===== config.mk =====
export PLATFORM = sky130hd
export DESIGN_NAME = radio_reg_seq
export DESIGN_NICKNAME = d
export VERILOG_FILES = /design/src/rtl/rsq_pkg.sv /design/src/rtl/rsq_half_timer.sv /design/src/rtl/rsq_shift_engine.sv /design/src/rtl/radio_reg_seq.sv
export SDC_FILE = /design/constraint.sdc
export NUM_CORES = 1
export LEC_CHECK = 0
export BUFFER_PORTS_ARGS = -buffer_cell sky130_fd_sc_hd__buf_2
export CAP_MARGIN = 20
export CORE_MARGIN = 3
export CORE_UTILIZATION = 59
export CTS_BUF_LIST = sky130_fd_sc_hd__clkbuf_8
export CTS_CLUSTER_SIZE = 16
export DETAILED_ROUTE_END_ITERATION = 10
export PLACE_DENSITY = 0.82
export SLEW_MARGIN = 20
export SYNTH_ARGS = -nofsm -noshare
export SYNTH_HDL_FRONTEND = slang
export SYNTH_SLANG_ARGS = --single-unit
export TNS_END_PERCENT = 50

===== constraint.sdc =====
create_clock -name clk -period 2.4 [get_ports clk]
set_input_delay 0.24 -clock clk [delete_from_list [all_inputs] [get_ports clk]]
set_output_delay 0.24 -clock clk [all_outputs]
set_load 0.005 [all_outputs]

===== src/rtl/rsq_pkg.sv =====
package rsq_pkg;
    localparam int BYTE_W    = 8;
    localparam int ADDR_W    = 6;
    localparam int WORD_W    = 2 * BYTE_W;
    localparam int FRAME_MAX = 3;
    localparam int IDX_W     = $clog2(FRAME_MAX);
    localparam logic [BYTE_W-1:0] STATUS_KEEP = 8'h7E;

    typedef enum logic [1:0] {
        OP_STROBE = 2'b00,
        OP_WRITE  = 2'b01,
        OP_READ   = 2'b10,
        OP_SPARE  = 2'b11
    } op_e;

    typedef enum logic [2:0] {
        ST_IDLE,
        ST_WAIT_GRANT,
        ST_LEAD,
        ST_SHIFT,
        ST_TRAIL,
        ST_FINISH
    } seq_state_e;
endpackage


===== src/rtl/rsq_half_timer.sv =====
module rsq_half_timer #(
    parameter int HALF = 2
) (
    input  logic clk,
    input  logic rst_n,
    input  logic run,
    output logic tick
);
    localparam int CNT_W = (HALF > 1) ? $clog2(HALF) : 1;
    localparam logic [CNT_W-1:0] LAST = CNT_W'(HALF - 1);

    logic [CNT_W-1:0] cnt;

    assign tick = run && (cnt == LAST);

    always_ff @(posedge clk or negedge rst_n) begin
        if (!rst_n) begin
            cnt <= '0;
        end else if (!run || tick) begin
            cnt <= '0;
        end else begin
            cnt <= cnt + 1'b1;
        end
    end

    p_tick_needs_run_r7: assert property (@(posedge clk) disable iff (!rst_n)
        tick |=> !tick || (HALF == 1));
endmodule


===== src/rtl/rsq_shift_engine.sv =====
module rsq_shift_engine #(
    parameter int BITS = 8
) (
    input  logic            clk,
    input  logic            rst_n,
    input  logic            start,
    input  logic            abort,
    input  logic            tick,
    input  logic [BITS-1:0] tx_byte,
    input  logic            miso,
    output logic            sclk,
    output logic            mosi,
    output logic [BITS-1:0] rx_byte,
    output logic            byte_done
);
    localparam int BIT_W = (BITS > 1) ? $clog2(BITS) : 1;
    localparam logic [BIT_W-1:0] LAST_BIT = BIT_W'(BITS - 1);

    logic            active;
    logic [BITS-1:0] tx_sh;
    logic [BIT_W-1:0] bit_cnt;

    assign mosi = active ? tx_sh[BITS-1] : 1'b0;

    always_ff @(posedge clk or negedge rst_n) begin
        if (!rst_n) begin
            active    <= 1'b0;
            sclk      <= 1'b0;
            tx_sh     <= '0;
            rx_byte   <= '0;
            bit_cnt   <= '0;
            byte_done <= 1'b0;
        end else begin
            byte_done <= 1'b0;
            if (abort) begin
                active <= 1'b0;
                sclk   <= 1'b0;
            end else if (start) begin
                active  <= 1'b1;
                sclk    <= 1'b0;
                tx_sh   <= tx_byte;
                bit_cnt <= '0;
            end else if (active && tick) begin
                if (!sclk) begin
                    sclk    <= 1'b1;
                    rx_byte <= {rx_byte[BITS-2:0], miso};
                end else begin
                    sclk <= 1'b0;
                    if (bit_cnt == LAST_BIT) begin
                        active    <= 1'b0;
                        byte_done <= 1'b1;
                    end else begin
                        tx_sh   <= {tx_sh[BITS-2:0], 1'b0};
                        bit_cnt <= bit_cnt + 1'b1;
                    end
                end
            end
        end
    end

    p_byte_ends_low_r7: assert property (@(posedge clk) disable iff (!rst_n)
        byte_done |-> !sclk);
    p_sclk_only_active_r7: assert property (@(posedge clk) disable iff (!rst_n)
        sclk |-> active);
endmodule


===== src/rtl/radio_reg_seq.sv =====
module radio_reg_seq
    import rsq_pkg::*;
#(
    parameter int CLK_DIV = 4
) (
    input  logic              clk,
    input  logic              rst_n,
    input  logic              enable,
    input  logic              req,
    input  logic [1:0]        req_op,
    input  logic [ADDR_W-1:0] req_addr,
    input  logic [WORD_W-1:0] req_wdata,
    output logic              ack,
    output logic              busy,
    output logic              done,
    output logic [BYTE_W-1:0] status,
    output logic [WORD_W-1:0] rdata,
    output logic              bus_req,
    input  logic              bus_grant,
    output logic              sclk,
    output logic              mosi,
    input  logic              miso,
    output logic              cs_n
);
    localparam int HALF = (CLK_DIV < 2) ? 1 : CLK_DIV / 2;
    localparam logic [IDX_W-1:0] IDX_LONG = IDX_W'(FRAME_MAX - 1);

    seq_state_e state, nxt;

    op_e               op_q;
    logic [ADDR_W-1:0] addr_q;
    logic [WORD_W-1:0] wdata_q;
    logic [IDX_W-1:0]  idx;
    logic [BYTE_W-1:0] rx_q [FRAME_MAX];
    logic              run, tick, byte_done, start;
    logic [BYTE_W-1:0] rx_byte, tx_sel;
    logic [IDX_W-1:0]  last_idx, nidx;
    logic              has_data;

    function automatic logic [BYTE_W-1:0] frame_byte(
        input op_e               op,
        input logic [ADDR_W-1:0] addr,
        input logic [WORD_W-1:0] wd,
        input logic [IDX_W-1:0]  n
    );
        logic [BYTE_W-1:0] b;
        b = '0;
        if (n == '0) begin
            b = {1'b0, (op == OP_READ), addr};
        end else if (op == OP_WRITE) begin
            b = (n == IDX_W'(1)) ? wd[WORD_W-1:BYTE_W] : wd[BYTE_W-1:0];
        end
        return b;
    endfunction

    assign has_data = (op_q == OP_WRITE) || (op_q == OP_READ);
    assign last_idx = has_data ? IDX_LONG : '0;
    assign nidx     = (state == ST_LEAD) ? '0 : IDX_W'(idx + 1'b1);
    assign tx_sel   = frame_byte(op_q, addr_q, wdata_q, nidx);
    assign start    = enable && (((state == ST_LEAD) && tick) ||
                      ((state == ST_SHIFT) && byte_done && (idx != last_idx)));

    rsq_half_timer #(.HALF(HALF)) u_timer (
        .clk   (clk),
        .rst_n (rst_n),
        .run   (run),
        .tick  (tick)
    );

    rsq_shift_engine #(.BITS(BYTE_W)) u_engine (
        .clk       (clk),
        .rst_n     (rst_n),
        .start     (start),
        .abort     (!enable),
        .tick      (tick),
        .tx_byte   (tx_sel),
        .miso      (miso),
        .sclk      (sclk),
        .mosi      (mosi),
        .rx_byte   (rx_byte),
        .byte_done (byte_done)
    );

    // state register
    always_ff @(posedge clk or negedge rst_n) begin
        if (!rst_n) state <= ST_IDLE;
        else        state <= nxt;
    end

    // next state
    always_comb begin
        nxt = state;
        unique case (state)
            ST_IDLE:       if (req) nxt = ST_WAIT_GRANT;
            ST_WAIT_GRANT: if (!enable) nxt = ST_FINISH;
                           else if (bus_grant) nxt = ST_LEAD;
            ST_LEAD:       if (!enable) nxt = ST_FINISH;
                           else if (tick) nxt = ST_SHIFT;
            ST_SHIFT:      if (!enable) nxt = ST_FINISH;
                           else if (byte_done && (idx == last_idx)) nxt = ST_TRAIL;
            ST_TRAIL:      if (!enable) nxt = ST_FINISH;
                           else if (tick) nxt = ST_FINISH;
            ST_FINISH:     nxt = ST_IDLE;
            default:       nxt = ST_IDLE;
        endcase
    end

    // outputs
    always_comb begin
        ack     = (state == ST_IDLE) && req;
        busy    = (state != ST_IDLE);
        done    = (state == ST_FINISH);
        run     = (state == ST_LEAD) || (state == ST_SHIFT) || (state == ST_TRAIL);
        cs_n    = !run;
        bus_req = run || (state == ST_WAIT_GRANT);
    end

    // datapath
    always_ff @(posedge clk or negedge rst_n) begin
        if (!rst_n) begin
            op_q    <= OP_STROBE;
            addr_q  <= '0;
            wdata_q <= '0;
            idx     <= '0;
            status  <= '0;
            rdata   <= '0;
            for (int i = 0; i < FRAME_MAX; i++) rx_q[i] <= '0;
        end else begin
            if (ack) begin
                op_q    <= op_e'(req_op);
                addr_q  <= req_addr;
                wdata_q <= req_wdata;
            end
            if ((state == ST_LEAD) && tick) begin
                idx <= '0;
            end else if ((state == ST_SHIFT) && byte_done) begin
                rx_q[idx] <= rx_byte;
                idx       <= IDX_W'(idx + 1'b1);
            end
            if ((state != ST_IDLE) && (state != ST_FINISH) && (nxt == ST_FINISH)) begin
                if (!enable) begin
                    status <= '0;
                    rdata  <= '0;
                end else begin
                    status <= rx_q[0] & STATUS_KEEP;
                    rdata  <= (op_q == OP_READ) ? {rx_q[1], rx_q[2]} : '0;
                end
            end
        end
    end

    p_busy_after_ack_r1: assert property (@(posedge clk) disable iff (!rst_n)
        ack |=> busy);
    p_cs_after_grant_r2: assert property (@(posedge clk) disable iff (!rst_n)
        $fell(cs_n) |-> $past(bus_grant));
    p_bus_held_r2: assert property (@(posedge clk) disable iff (!rst_n)
        !cs_n |-> bus_req);
    p_status_masked_r3: assert property (@(posedge clk) disable iff (!rst_n)
        done |-> (status[BYTE_W-1] == 1'b0) && (status[0] == 1'b0));
    p_sclk_framed_r6: assert property (@(posedge clk) disable iff (!rst_n)
        sclk |-> !cs_n);
    p_abort_ends_r8: assert property (@(posedge clk) disable iff (!rst_n)
        (!enable && !cs_n) |=> done && !sclk);
    p_done_pulse_r9: assert property (@(posedge clk) disable iff (!rst_n)
        done |=> !done);
    p_result_hold_r9: assert property (@(posedge clk) disable iff (!rst_n)
        !done |=> $stable(status) || done);
endmodule


==> results <==
- The final weighted congestion in routability-driven placement is around 0.8.
- Ranked by instance count, the synthesized netlist is headed by 96 x dfrtp_1, 50 x mux2_2, 30 x inv_1.
- The die covers roughly 0.0084 mm².
- The signal arrival time at the worst endpoint is about 2.0 ns.
- Setup repair after global routing left no endpoint under its margin.
- The top fanout value on the critical path is 27.
- The vertical extent of the die is roughly 90 µm.
- The number of antenna violations at the first check in global routing is 0.
- For this design the static power due to leakage is roughly 2.4 nW.
- The post-synthesis area per instance is around 12 µm².
- The number of cells traversed by the worst hold path is 2.
- In this run, synthesis produced a sequential element count of 96.
- The most frequent cell after synthesis is dfrtp_1.
- The worst register-to-register path has a depth of 7.
- By area the synthesized netlist is led by dfrtp_1 55%, mux2_2 13%, mux2i_1 5.3%.
- The number of antenna diodes in the final layout is 0.
- Summing all multi-input logic gate instances after layout gives 0.00171 mm².
- The most common flop cell mapped by yosys is dfrtp_1.
- The total standard cell area after synthesis is between 0.004 and 0.005 mm².
- Across the whole layout, storage elements account for 0.00240 mm².
- Setup violations remaining at the end of the flow were counted as 0.
- The critical path contains buffers and inverters numbering 3 combined.
- The category of the worst setup path capture point is a primary output.
- The H-tree was split into 3 levels.
- After layout, the worst path uses between 90% and 100% of the clock period.
- After detailed routing, the number of remaining DRC violations is 0.
- The width of the chip is about 92 µm.
- The accumulated negative setup slack is 0 ns.
- The later pin in the worst-skew pair is clocked with a latency of roughly 0.36 ns.
- After clock tree synthesis, the clock-pin slew on the worst setup and hold paths is about 0.1 ns.
- The worst-case setup slack after placement is 0.0192 ns.
- The final layout net count is about 450.
- The max-slew headroom at the worst pin is 56.2%.
- The run finished with clean final reports.
- The critical path depth in cells is 5.
- The first global-routing pass estimated 14.4 mm of wire.
- The total track usage is a little over a fifth.
- TritonCTS built the clock tree.
- Counting the fill cells in the layout gives 500.
- Counting along the longest clock path gives a buffer depth of 2.
- The cell that appears most often on the critical path is buf_4.
- Max-cap violations in this run came to 0.
- The violation count after the first detailed-routing iteration is around 130.
- For this run, the top clock speed supported by timing is around 450 MHz.
- The placeable core region is 0.00698 mm².
- For the worst setup path, the data required time is around 2.2 ns.
- The count of buffers added on input and output ports is 58.
- The category of the worst setup path launch point is a flop.
- The largest stage delay on the critical path is 0.46 ns.
- The total grt overflow is 0.
- The number of synthesized flops with an enable pin is 0.
- The total number of clock tree sinks is 96.
- The signal on the critical path passes through buf_4 -> or3_1 -> nor2_4 -> buf_4 -> buf_2.
- Yosys printed 0 warnings.
- Setup slack on the critical path of the routed design comes to between 0.15 and 0.2 ns.
- The kind of cell with the highest combined delay along the critical path is buffers and inverters.
- Of the cells placed in the final design, the portion with a size suffix greater than 1 is ~34%.
- The number of max-slew violations in the final report is 0.
- The pre-antenna-repair detailed-routing pass consisted of 4 iterations.
- The cell chosen for the clock root is clkbuf_8.
- After detailed routing, the total wire length is approximately 8.4 mm.
- The setup path with the least slack is of type reg -> out.
- The cell taking the most area after synthesis is dfrtp_1.
- After synthesis, flip-flops and latches occupy 55.3% of the total area.
- The via count of the first global-routing pass was between 2,000 and 3,000.
- The total CTS buffers is 9.
- The via density per instance is around 5.5.
- The area growth from synthesis to layout is 14.2%.
- The slew of the pin with the lowest slew margin is 0.658 ns.
- The type of the tightest min-delay check is in -> reg.
- The count of different cell masters after synthesis is 44.
- The clock period could shrink to 2.25 ns.
- The count of final hold-check violations is 0.
- The wire length per cell is about 17 µm.
- The gate count after technology mapping is around 350.
- The area share of the leading cell type in the synthesized netlist is between 50% and 60%.
- After the flow finishes, the layout carries non-filler instances totaling just over 500.
- The number of placed instances with taps included is between 400 and 500.
- Detailed routing inserted a total of between 2,000 and 3,000 vias.
- The share of synthesized flip-flops with an asynchronous set or reset is 100%.
- The number of antenna-violating nets in the routed design is 0.
- The maximum number of pins on one net before global-route repair is between 50 and 60.
- The detailed placer's ending HPWL is 5.85 mm.
- The worst-case IR drop observed on VDD is approximately 0.00064 V.
- For this design the ratio of total power to cell area is 945 mW/mm².
- The worst setup skew after layout is 0.00912 ns.
- The boundary pin count is between 60 and 70.
- The row count is 30.
- For this configuration, the core starts out at a cell density of 62.2%.
- Among all stages on the critical path, the largest delay is contributed by dfrtp_1.
- After clock tree synthesis, the setup repair step added 0 buffers.
[layout make-up]
| type | count | area share [%] |
|---|---|---|
| Sequential cell | 96 | 48.4 |
| Tap cell | 96 | 2.42 |
| Inverter | 30 | 2.27 |
| Multi-Input combinational cell | 204 | 34.4 |
| Timing Repair Buffer | 69 | 7.86 |
| Clock inverter | 7 | 2.19 |
| Clock buffer | 9 | 2.50 |
[cells by family (layout without fill, tap and decap cells)]
group | count (synthesis) | in the layout | share of synthesized area, %
flip-flops | 96 | 96 | 55.3
XOR/XNOR | 3 | 3 | 0.605
buffers and inverters | 52 | 115 | 5.67
AO/OA/AOI/OAI | 48 | 48 | 7.60
multiplexers | 75 | 75 | 18.8
adder cells (fa/ha/maj) | 7 | 7 | 2.02
AND/OR/NAND/NOR | 69 | 69 | 9.96
other | 1 | 2 | 0.0863
[state kept, by name, indices dropped and copies added, names as in the netlist, 2 cells and up]
register	count
wdata_q	16
u_engine.rx_byte	8
rx_q	22
rdata	16
addr_q	6
status	6
u_engine.tx_sh	8
state	3
idx	2
op_q	2
u_engine.bit_cnt	3
[layer usage]
metal / share of wire (%) / GRT usage [%] / vias up
met5: 0 / 0 / -
met4: 1.2 / 6.19 / 0
li1: - / - / 1365
met2: 45 / 32.4 / 86
met1: 48 / 31.0 / 1368
met3: 5.7 / 5.74 / 15
[cells in the final DEF, fill, tap and decap left out, types with 3 or more instances in the layout]
cell type,instances
or3_1,3
nand3_1,11
nand4_1,16
nand2_1,11
o22ai_1,23
o21ai_0,8
clkbuf_8,9
a2bb2oi_1,7
buf_2,57
mux2i_1,23
nor2_1,7
nor3b_1,3
mux2_2,50
dfrtp_1,96
inv_1,30
buf_4,10
and2_1,3
nand2b_1,4
ha_1,7
[timing repair]
item / 4_1_cts / 5_1_grt
setup endpoints to repair: 0 / 22
hold buffers: 1 / 0
resized for setup: 0 / 1
endpoints found under the hold margin: 40 / 0
[worst register-to-register path, stage by stage (launching register included)]
cell and delay, ns:
dfrtp_1 0.36, inv_1 0.06, ha_1 0.30, xnor2_1 0.34, o21ai_0 0.17, and2_2 0.26
nand4b_4 0.18, mux2_2 0.37
[final timing paths]
check	slack [ns]	from	endpoint
hold reg to reg	0.51	u_timer.cnt	u_timer.cnt
setup / recovery	0.15	state[2]	ack
max in group asynchronous	1.32	rst_n	wdata_q[7]
hold / removal	0.1	req_addr[4]	addr_q[4]
setup reg to reg	0.26	op_q[0]	u_engine.rx_byte[5]
min in group asynchronous	0.39	rst_n	wdata_q[5]
[power by group]
part / internal (W) / switching, W
logic: 0.000627 / 0.000718
registers: 0.00192 / 0.000207
clock network: 0.000611 / 0.000608
[metrics by stage]
step / hold WS (ns) / util (%) / power [W] / instance area [µm²]
after CTS: 0.0850 / 71.0 / 0.00469 / 4960
final: 0.0988 / 71.1 / 0.00469 / 4960
after global placement: 0.250 / 67.5 / 0.00342 / 4720
after global routing: 0.0831 / 71.1 / 0.00496 / 4960
after floorplan: -0.0556 / - / 0.00314 / 4350
after detailed placement: 0.256 / 67.5 / 0.00349 / 4720
No activity file was read; power rests on OpenSTA's default activity.
